<file path="src/rtl/sca_pkg.sv">
// Package: sca_pkg
// Shared register offsets and the decoded register selector of the seconds
// countdown alarm. Assumes byte offsets of word registers.
package sca_pkg;

    localparam int OFF_LOAD   = 'h00;
    localparam int OFF_REMAIN = 'h04;
    localparam int OFF_RUN    = 'h08;
    localparam int OFF_IRQEN  = 'h0C;
    localparam int OFF_STATUS = 'h10;
    localparam int OFF_WAKEEN = 'h14;

    // Index of each one-bit control inside the control vector.
    localparam int CTL_RUN   = 0;
    localparam int CTL_IRQEN = 1;
    localparam int CTL_WAKE  = 2;
    localparam int CTL_N     = 3;

    typedef enum logic [2:0] {
        SEL_LOAD,
        SEL_REMAIN,
        SEL_RUN,
        SEL_IRQEN,
        SEL_STATUS,
        SEL_WAKEEN,
        SEL_NONE
    } reg_sel_e;

endpackage

</file>
<file path="src/rtl/sca_regs.sv">
// Module: sca_regs
// Register port of the alarm: decodes the offset, holds the load value and
// the three one-bit enables, issues load and clear strobes and builds the
// read data. Assumes single-cycle writes and combinational reads.
module sca_regs
    import sca_pkg::*;
#(
    parameter int ADDR_W = 8,
    parameter int DATA_W = 32
) (
    input  logic              clk,
    input  logic              rst_n,
    input  logic              wr_i,
    input  logic [ADDR_W-1:0] addr_i,
    input  logic [DATA_W-1:0] wdata_i,
    input  logic [DATA_W-1:0] count_i,
    input  logic              pending_i,
    output logic [DATA_W-1:0] rdata_o,
    output logic              load_wr_o,
    output logic [DATA_W-1:0] load_val_o,
    output logic              clr_o,
    output logic [CTL_N-1:0]  ctl_o
);

    reg_sel_e          sel;
    logic [CTL_N-1:0]  ctl_hit;
    logic [DATA_W-1:0] load_q;
    logic [CTL_N-1:0]  ctl_q;

    // Map the byte offset to a register selector.
    always_comb begin
        if (addr_i == ADDR_W'(OFF_LOAD))        sel = SEL_LOAD;
        else if (addr_i == ADDR_W'(OFF_REMAIN)) sel = SEL_REMAIN;
        else if (addr_i == ADDR_W'(OFF_RUN))    sel = SEL_RUN;
        else if (addr_i == ADDR_W'(OFF_IRQEN))  sel = SEL_IRQEN;
        else if (addr_i == ADDR_W'(OFF_STATUS)) sel = SEL_STATUS;
        else if (addr_i == ADDR_W'(OFF_WAKEEN)) sel = SEL_WAKEEN;
        else                                    sel = SEL_NONE;
    end

    // Write strobes for the one-bit control registers.
    always_comb begin
        ctl_hit            = '0;
        ctl_hit[CTL_RUN]   = wr_i && (sel == SEL_RUN);
        ctl_hit[CTL_IRQEN] = wr_i && (sel == SEL_IRQEN);
        ctl_hit[CTL_WAKE]  = wr_i && (sel == SEL_WAKEEN);
    end

    assign load_wr_o  = wr_i && (sel == SEL_LOAD);
    assign clr_o      = wr_i && (sel == SEL_STATUS) && wdata_i[0];
    assign load_val_o = wdata_i;
    assign ctl_o      = ctl_q;

    // Hold the last written load value.
    always_ff @(posedge clk) begin
        if (!rst_n)         load_q <= '0;
        else if (load_wr_o) load_q <= wdata_i;
    end

    // One flop per control enable, each keeping only bit 0 of the write.
    for (genvar g = 0; g < CTL_N; g++) begin : g_ctl
        always_ff @(posedge clk) begin
            if (!rst_n)          ctl_q[g] <= 1'b0;
            else if (ctl_hit[g]) ctl_q[g] <= wdata_i[0];
        end
    end

    // Read data multiplexer; unmapped offsets return zero.
    always_comb begin
        rdata_o = '0;
        case (sel)
            SEL_LOAD:   rdata_o = load_q;
            SEL_REMAIN: rdata_o = count_i;
            SEL_RUN:    rdata_o[0] = ctl_q[CTL_RUN];
            SEL_IRQEN:  rdata_o[0] = ctl_q[CTL_IRQEN];
            SEL_STATUS: rdata_o[0] = pending_i;
            SEL_WAKEEN: rdata_o[0] = ctl_q[CTL_WAKE];
            default:    rdata_o = '0;
        endcase
    end

    // a write to an enable register leaves exactly bit 0 of the data
    a_r12_ctl_bit0: assert property (@(posedge clk) disable iff (!rst_n)
        ($past(rst_n) && $past(ctl_hit[CTL_RUN]))
            |-> (ctl_q[CTL_RUN] == $past(wdata_i[0])));

endmodule

</file>
<file path="src/rtl/sca_counter.sv">
// Module: sca_counter
// Remaining-seconds counter. A load overrides everything. Otherwise a tick
// with run enabled lowers a nonzero count by one. Emits a one-cycle expire
// strobe on the 1->0 step. Assumes tick_i is a one-cycle pulse.
module sca_counter #(
    parameter int DATA_W = 32
) (
    input  logic              clk,
    input  logic              rst_n,
    input  logic              tick_i,
    input  logic              run_i,
    input  logic              load_wr_i,
    input  logic [DATA_W-1:0] load_val_i,
    output logic [DATA_W-1:0] count_o,
    output logic              expire_o
);

    localparam logic [DATA_W-1:0] ONE = DATA_W'(1);

    logic [DATA_W-1:0] cnt_q;
    logic              nonzero;
    logic              step;

    assign nonzero  = |cnt_q;
    assign step     = tick_i && run_i && nonzero && !load_wr_i;
    assign expire_o = step && (cnt_q == ONE);
    assign count_o  = cnt_q;

    // Load, decrement or hold the remaining count.
    always_ff @(posedge clk) begin
        if (!rst_n)         cnt_q <= '0;
        else if (load_wr_i) cnt_q <= load_val_i;
        else if (step)      cnt_q <= cnt_q - ONE;
    end

    // a load write lands unchanged, even with a tick present
    a_r2_load_lands: assert property (@(posedge clk) disable iff (!rst_n)
        ($past(rst_n) && $past(load_wr_i)) |-> (cnt_q == $past(load_val_i)));

    // an enabled tick on a nonzero count lowers it by exactly one
    a_r3_step_one: assert property (@(posedge clk) disable iff (!rst_n)
        ($past(rst_n) && $past(tick_i && run_i && (cnt_q != '0) && !load_wr_i))
            |-> (cnt_q == $past(cnt_q) - ONE));

    // zero stays zero unless reloaded
    a_r4_no_wrap: assert property (@(posedge clk) disable iff (!rst_n)
        ($past(rst_n) && $past(cnt_q == '0) && !$past(load_wr_i))
            |-> (cnt_q == '0));

endmodule

</file>
<file path="src/rtl/sca_pending.sv">
// Module: sca_pending
// Sticky alarm pending flag with write-1-to-clear, where a same-cycle expiry
// wins over the clear, and the gated interrupt and wakeup outputs.
module sca_pending (
    input  logic clk,
    input  logic rst_n,
    input  logic expire_i,
    input  logic clr_i,
    input  logic irq_en_i,
    input  logic wake_en_i,
    output logic pending_o,
    output logic irq_o,
    output logic wake_o
);

    logic pend_q;

    // Set on expiry, clear on write-1, set has priority.
    always_ff @(posedge clk) begin
        if (!rst_n)        pend_q <= 1'b0;
        else if (expire_i) pend_q <= 1'b1;
        else if (clr_i)    pend_q <= 1'b0;
    end

    assign pending_o = pend_q;
    assign irq_o     = pend_q && irq_en_i;
    assign wake_o    = pend_q && wake_en_i;

    // an expiry always leaves the flag set
    a_r7_set_wins: assert property (@(posedge clk) disable iff (!rst_n)
        ($past(rst_n) && $past(expire_i)) |-> pend_q);

    // without a clear the flag is sticky
    a_r6_sticky: assert property (@(posedge clk) disable iff (!rst_n)
        ($past(rst_n) && $past(pend_q) && !$past(clr_i)) |-> pend_q);

    // a clear with no expiry drops the flag
    a_r6_clears: assert property (@(posedge clk) disable iff (!rst_n)
        ($past(rst_n) && $past(clr_i) && !$past(expire_i)) |-> !pend_q);

endmodule

</file>
<file path="src/rtl/sca_alarm_timer.sv">
// Module: sca_alarm_timer
// Top of the seconds countdown alarm: register port, counter and pending
// logic. Assumes tick_i is a one-cycle pulse synchronous to clk.
module sca_alarm_timer
    import sca_pkg::*;
#(
    parameter int ADDR_W = 8,
    parameter int DATA_W = 32
) (
    input  logic              clk,
    input  logic              rst_n,
    input  logic              tick_i,
    input  logic              bus_wr_i,
    input  logic [ADDR_W-1:0] bus_addr_i,
    input  logic [DATA_W-1:0] bus_wdata_i,
    output logic [DATA_W-1:0] bus_rdata_o,
    output logic              irq_o,
    output logic              wake_o
);

    logic              load_wr;
    logic [DATA_W-1:0] load_val;
    logic              clr;
    logic [CTL_N-1:0]  ctl;
    logic [DATA_W-1:0] count;
    logic              expire;
    logic              pending;

    sca_regs #(.ADDR_W(ADDR_W), .DATA_W(DATA_W)) u_regs (
        .clk        (clk),
        .rst_n      (rst_n),
        .wr_i       (bus_wr_i),
        .addr_i     (bus_addr_i),
        .wdata_i    (bus_wdata_i),
        .count_i    (count),
        .pending_i  (pending),
        .rdata_o    (bus_rdata_o),
        .load_wr_o  (load_wr),
        .load_val_o (load_val),
        .clr_o      (clr),
        .ctl_o      (ctl)
    );

    sca_counter #(.DATA_W(DATA_W)) u_cnt (
        .clk        (clk),
        .rst_n      (rst_n),
        .tick_i     (tick_i),
        .run_i      (ctl[CTL_RUN]),
        .load_wr_i  (load_wr),
        .load_val_i (load_val),
        .count_o    (count),
        .expire_o   (expire)
    );

    sca_pending u_pend (
        .clk        (clk),
        .rst_n      (rst_n),
        .expire_i   (expire),
        .clr_i      (clr),
        .irq_en_i   (ctl[CTL_IRQEN]),
        .wake_en_i  (ctl[CTL_WAKE]),
        .pending_o  (pending),
        .irq_o      (irq_o),
        .wake_o     (wake_o)
    );

    // the flag only rises when the count has reached zero
    a_r5_rise_at_zero: assert property (@(posedge clk) disable iff (!rst_n)
        $rose(pending) |-> (count == '0));

    // no interrupt without a pending alarm
    a_r8_irq_needs_pend: assert property (@(posedge clk) disable iff (!rst_n)
        irq_o |-> pending);

    // no wakeup without a pending alarm
    a_r9_wake_needs_pend: assert property (@(posedge clk) disable iff (!rst_n)
        wake_o |-> pending);

endmodule

</file>
<file path="config.mk">
export PLATFORM = sky130hd
export DESIGN_NAME = sca_alarm_timer
export DESIGN_NICKNAME = d
export VERILOG_FILES = /design/src/rtl/sca_pkg.sv /design/src/rtl/sca_regs.sv /design/src/rtl/sca_counter.sv /design/src/rtl/sca_pending.sv /design/src/rtl/sca_alarm_timer.sv
export SDC_FILE = /design/constraint.sdc
export NUM_CORES = 1
export LEC_CHECK = 0
export ABC_AREA = 0
export ABC_CLOCK_PERIOD_IN_PS = 3100
export BUFFER_PORTS_ARGS = -buffer_cell sky130_fd_sc_hd__buf_2
export CORE_MARGIN = 3
export CORE_UTILIZATION = 39
export CTS_BUF_LIST = sky130_fd_sc_hd__clkbuf_2 sky130_fd_sc_hd__clkbuf_4 sky130_fd_sc_hd__clkbuf_8
export DETAILED_ROUTE_END_ITERATION = 8
export PLACE_DENSITY = 0.65
export SYNTH_ARGS = -nofsm -noshare
export SYNTH_HDL_FRONTEND = slang
export SYNTH_SLANG_ARGS = --single-unit
</file>
<file path="constraint.sdc">
create_clock -name clk -period 3.1 [get_ports clk]
set_clock_uncertainty 0.1 [all_clocks]
set_input_delay 0.155 -clock clk [delete_from_list [all_inputs] [get_ports clk]]
set_output_delay 0.155 -clock clk [all_outputs]
set_load 0.02 [all_outputs]
</file>
==> impl_metrics.tcl <==
set metrics [dict create \
    numPortBuffers 77 \
    dpl.hpwl_um 6350 \
    status "finished, final reports clean" \
    ys_async_sr_fraction_pct 0 \
    setup_viol 0 \
    drive_above_1_share_pct 21.7 \
    r2r_slack_ns 0.55 \
    num-nets-final 576 \
    synthCells 431 \
    clkTransAtPathRegs_ns 0.07 \
    hold_viol 0 \
    fin_ws_ns 0.547 \
    wl_um 9860 \
    clockRootBuffer "clkbuf_8" \
    nFillCells 818 \
    synth-seq-area-share_pct 39.3 \
    max_freq_ghz 0.392 \
    p_total_mw 1.70 \
    grt_overflow_total 0 \
    power_density_nw_per_um2 382 \
    ir_worst_vdd_uv 283 \
    rr_worst_depth 6 \
    first_global_vias 3403 \
    worstSetupEndpoint "u_cnt.count_o[26]$_SDFFE_PN0P_" \
    wire_per_inst_um 15.4 \
    synth_edf_count 0 \
    rows 33 \
    ys_ff_latch 68 \
    crit_arrival_ns 2.66 \
    post-route-period-util_pct 82.4 \
    rsz0062_at_grt "false" \
    grt_use_total_pct 20.1 \
    crit_start "u_cnt.count_o[8]$_SDFFE_PN0P_" \
    cts_sinks 68 \
    ys_warn_count 0 \
    routabilityCongestion 0.831 \
    hold_class "in -> reg" \
    synth_ff_type "dfxtp_1" \
    grt_max_degree 48 \
    die_area_sq_um 10100 \
    fin_setup_tns_ns 0 \
    num_antenna_cells 0 \
    htreeDepth 3 \
    synth_area_sq_um 3470 \
    crit_chain "nor4_1 -> nand4_1 -> nor2_1 -> nand2_1 -> o311ai_0 -> a31oi_1" \
    chipHeight_um 100 \
    final_cell_mix "77 x nand2_1, 77 x buf_2, 68 x dfxtp_1" \
    cp_top_family "simple AND/OR/NAND/NOR gates" \
    post_cts_resized 0 \
    cts_buffer_depth 2 \
    ios 78 \
    syn2layout_area_growth_pct 28.2 \
    drv_slew 0 \
    worstSetupEndpointType "flop" \
    cts_buffers 9 \
    crit_path_start_kind "flop" \
    finish.utilization_pct 52.7 \
    drv_cap 0 \
    dr.pass1.iters 4 \
    vias 3518 \
    avgViaCountPerCell 5.50 \
    synth_cell_types 52 \
    cp.required_ns 3.20 \
    max_stage_delay_ns 0.59 \
    relSlewSlack_pct 43.9 \
    min_period_ns 2.55 \
    coreArea_sq_um 8420 \
    antenna_found_initial 0 \
    p_leak_nw 1.74 \
    path_depth 6 \
    hp-start "bus_wdata_i[0]" \
    worstMarginPinSlew_ns 0.840 \
    start_util_pct 41.1 \
    drc 0 \
    die_w_um 100 \
    path_max_fanout 5 \
    r2r_end "u_cnt.count_o[26]$_SDFFE_PN0P_" \
    pre_cts_slack_ns 0.587 \
    worstReg2RegStart "u_cnt.count_o[8]$_SDFFE_PN0P_" \
    ant_nets 0 \
    syn_nets 477 \
    grt_pass1_wl_um 16500 \
    cpMaxStageDelayCell "nor4_1" \
    drtIter0Drc 225 \
    cp.buffers_inverters 0 \
    cts_tree "yes" \
    critical_path_class "reg -> reg" \
    synth.avg_cell_area_sq_um 8.04 \
    clk_latency_ns 0.35 \
]
power by group:
part / total, mW / switching (mW) / internal (mW)
clock network: 0.712 / 0.346 / 0.366
registers: 0.876 / 0.00152 / 0.874
logic: 0.111 / 0.0534 / 0.0572
total: 1.70 / 0.400 / 1.30
state kept, by name, summed over array words and instances, names as in the netlist:
signal	count
u_cnt.count_o	32
u_regs.load_q	32
u_regs.ctl_o	3
u_pend.pending_o	1
logic make-up (layout without fill, tap and decap cells):
family	after synthesis	in the layout	synth area share, %
xor+xnor	20	20	5.05
mux	6	6	2.13
buf+inv	32	136	3.75
compound gates	136	136	25.3
flops	68	68	39.3
simple gates	167	167	23.8
fa+ha+maj	2	2	0.722
worst min path at each step:
| stage | slack (ns) | cells after the start | end |
|---|---|---|---|
| global placement | 0.31 | 3 | u_regs.load_q[8]$_SDFFE_PN0P_ |
| detailed placement | 0.31 | 3 | u_regs.load_q[11]$_SDFFE_PN0P_ |
| CTS | 0.01 | 3 | u_regs.ctl_o[0]$_SDFFE_PN0P_ |
| floorplan | 0.19 | 2 | u_regs.load_q[10]$_SDFFE_PN0P_ |
| finish | 0.02 | 3 | u_regs.ctl_o[0]$_SDFFE_PN0P_ |
| global route | 0.04 | 3 | u_cnt.count_o[0]$_SDFFE_PN0P_ |
worst min-delay path: cells and delay by family:
family,cells,cell delay (ns)
buffers and inverters,1,0.13
AND/OR/NAND/NOR,1,0.07
multiplexers,1,0.07
routing by layer:
metal | up-vias | global-route usage, % | part of all wire, %
met5 | - | 0 | 0
met4 | 0 | 4.97 | 0.95
met3 | 7 | 5.42 | 7.3
met2 | 105 | 33.2 | 47
met1 | 1633 | 26.2 | 45
li1 | 1773 | - | -
synth_stat cells, types with 3 or more instances:
master    number  share of area, %
nand2_1       78               8.4
o21ai_0       25               3.6
nor3_1        11               1.6
xor2_1         5               1.3
dfxtp_1       68                39
a31oi_1        6               1.1
nand4_1        5              0.90
mux2i_1        4               1.2
a21oi_1       56               8.1
and2_1         4              0.72
nand3_1        8               1.2
nor2b_1        3              0.54
or4_1          6               1.3
a22o_1        31               7.8
o41ai_1        3              0.76
nor4_1        13               2.3
xnor2_1       15               3.8
inv_1          3              0.32
or3_1          6               1.1
nor2_1        17               1.8
clkbuf_1      23               2.5
area by class of cell:
type                    instances  area [sq um]  share of cell area, %
inverters                       4          15.0                  0.338
flip-flops and latches         68          1360                   30.6
multi-input cells             331          1990                   44.7
repair buffers                116           756                   17.0
clock inverters                 7          67.6                   1.52
clock buffers                   9           124                   2.79
well taps                     105           131                   2.96
what timing repair did:
| action | in CTS | in global routing |
|---|---|---|
| hold buffers | 31 | 0 |
| buffers inserted | 0 | 0 |
| endpoints found under the hold margin | 38 | 0 |
through the flow:
step | hold WS, ns | std cells | cell area (sq um)
after CTS | 0.00968 | 640 | 4440
final | 0.0166 | 640 | 4440
after floorplan | 0.191 | 431 | 3470
after global routing | 0.0357 | 640 | 4440
after global placement | 0.306 | 593 | 3940
after detailed placement | 0.311 | 593 | 3940
No activity file was read; power rests on OpenSTA's default activity.
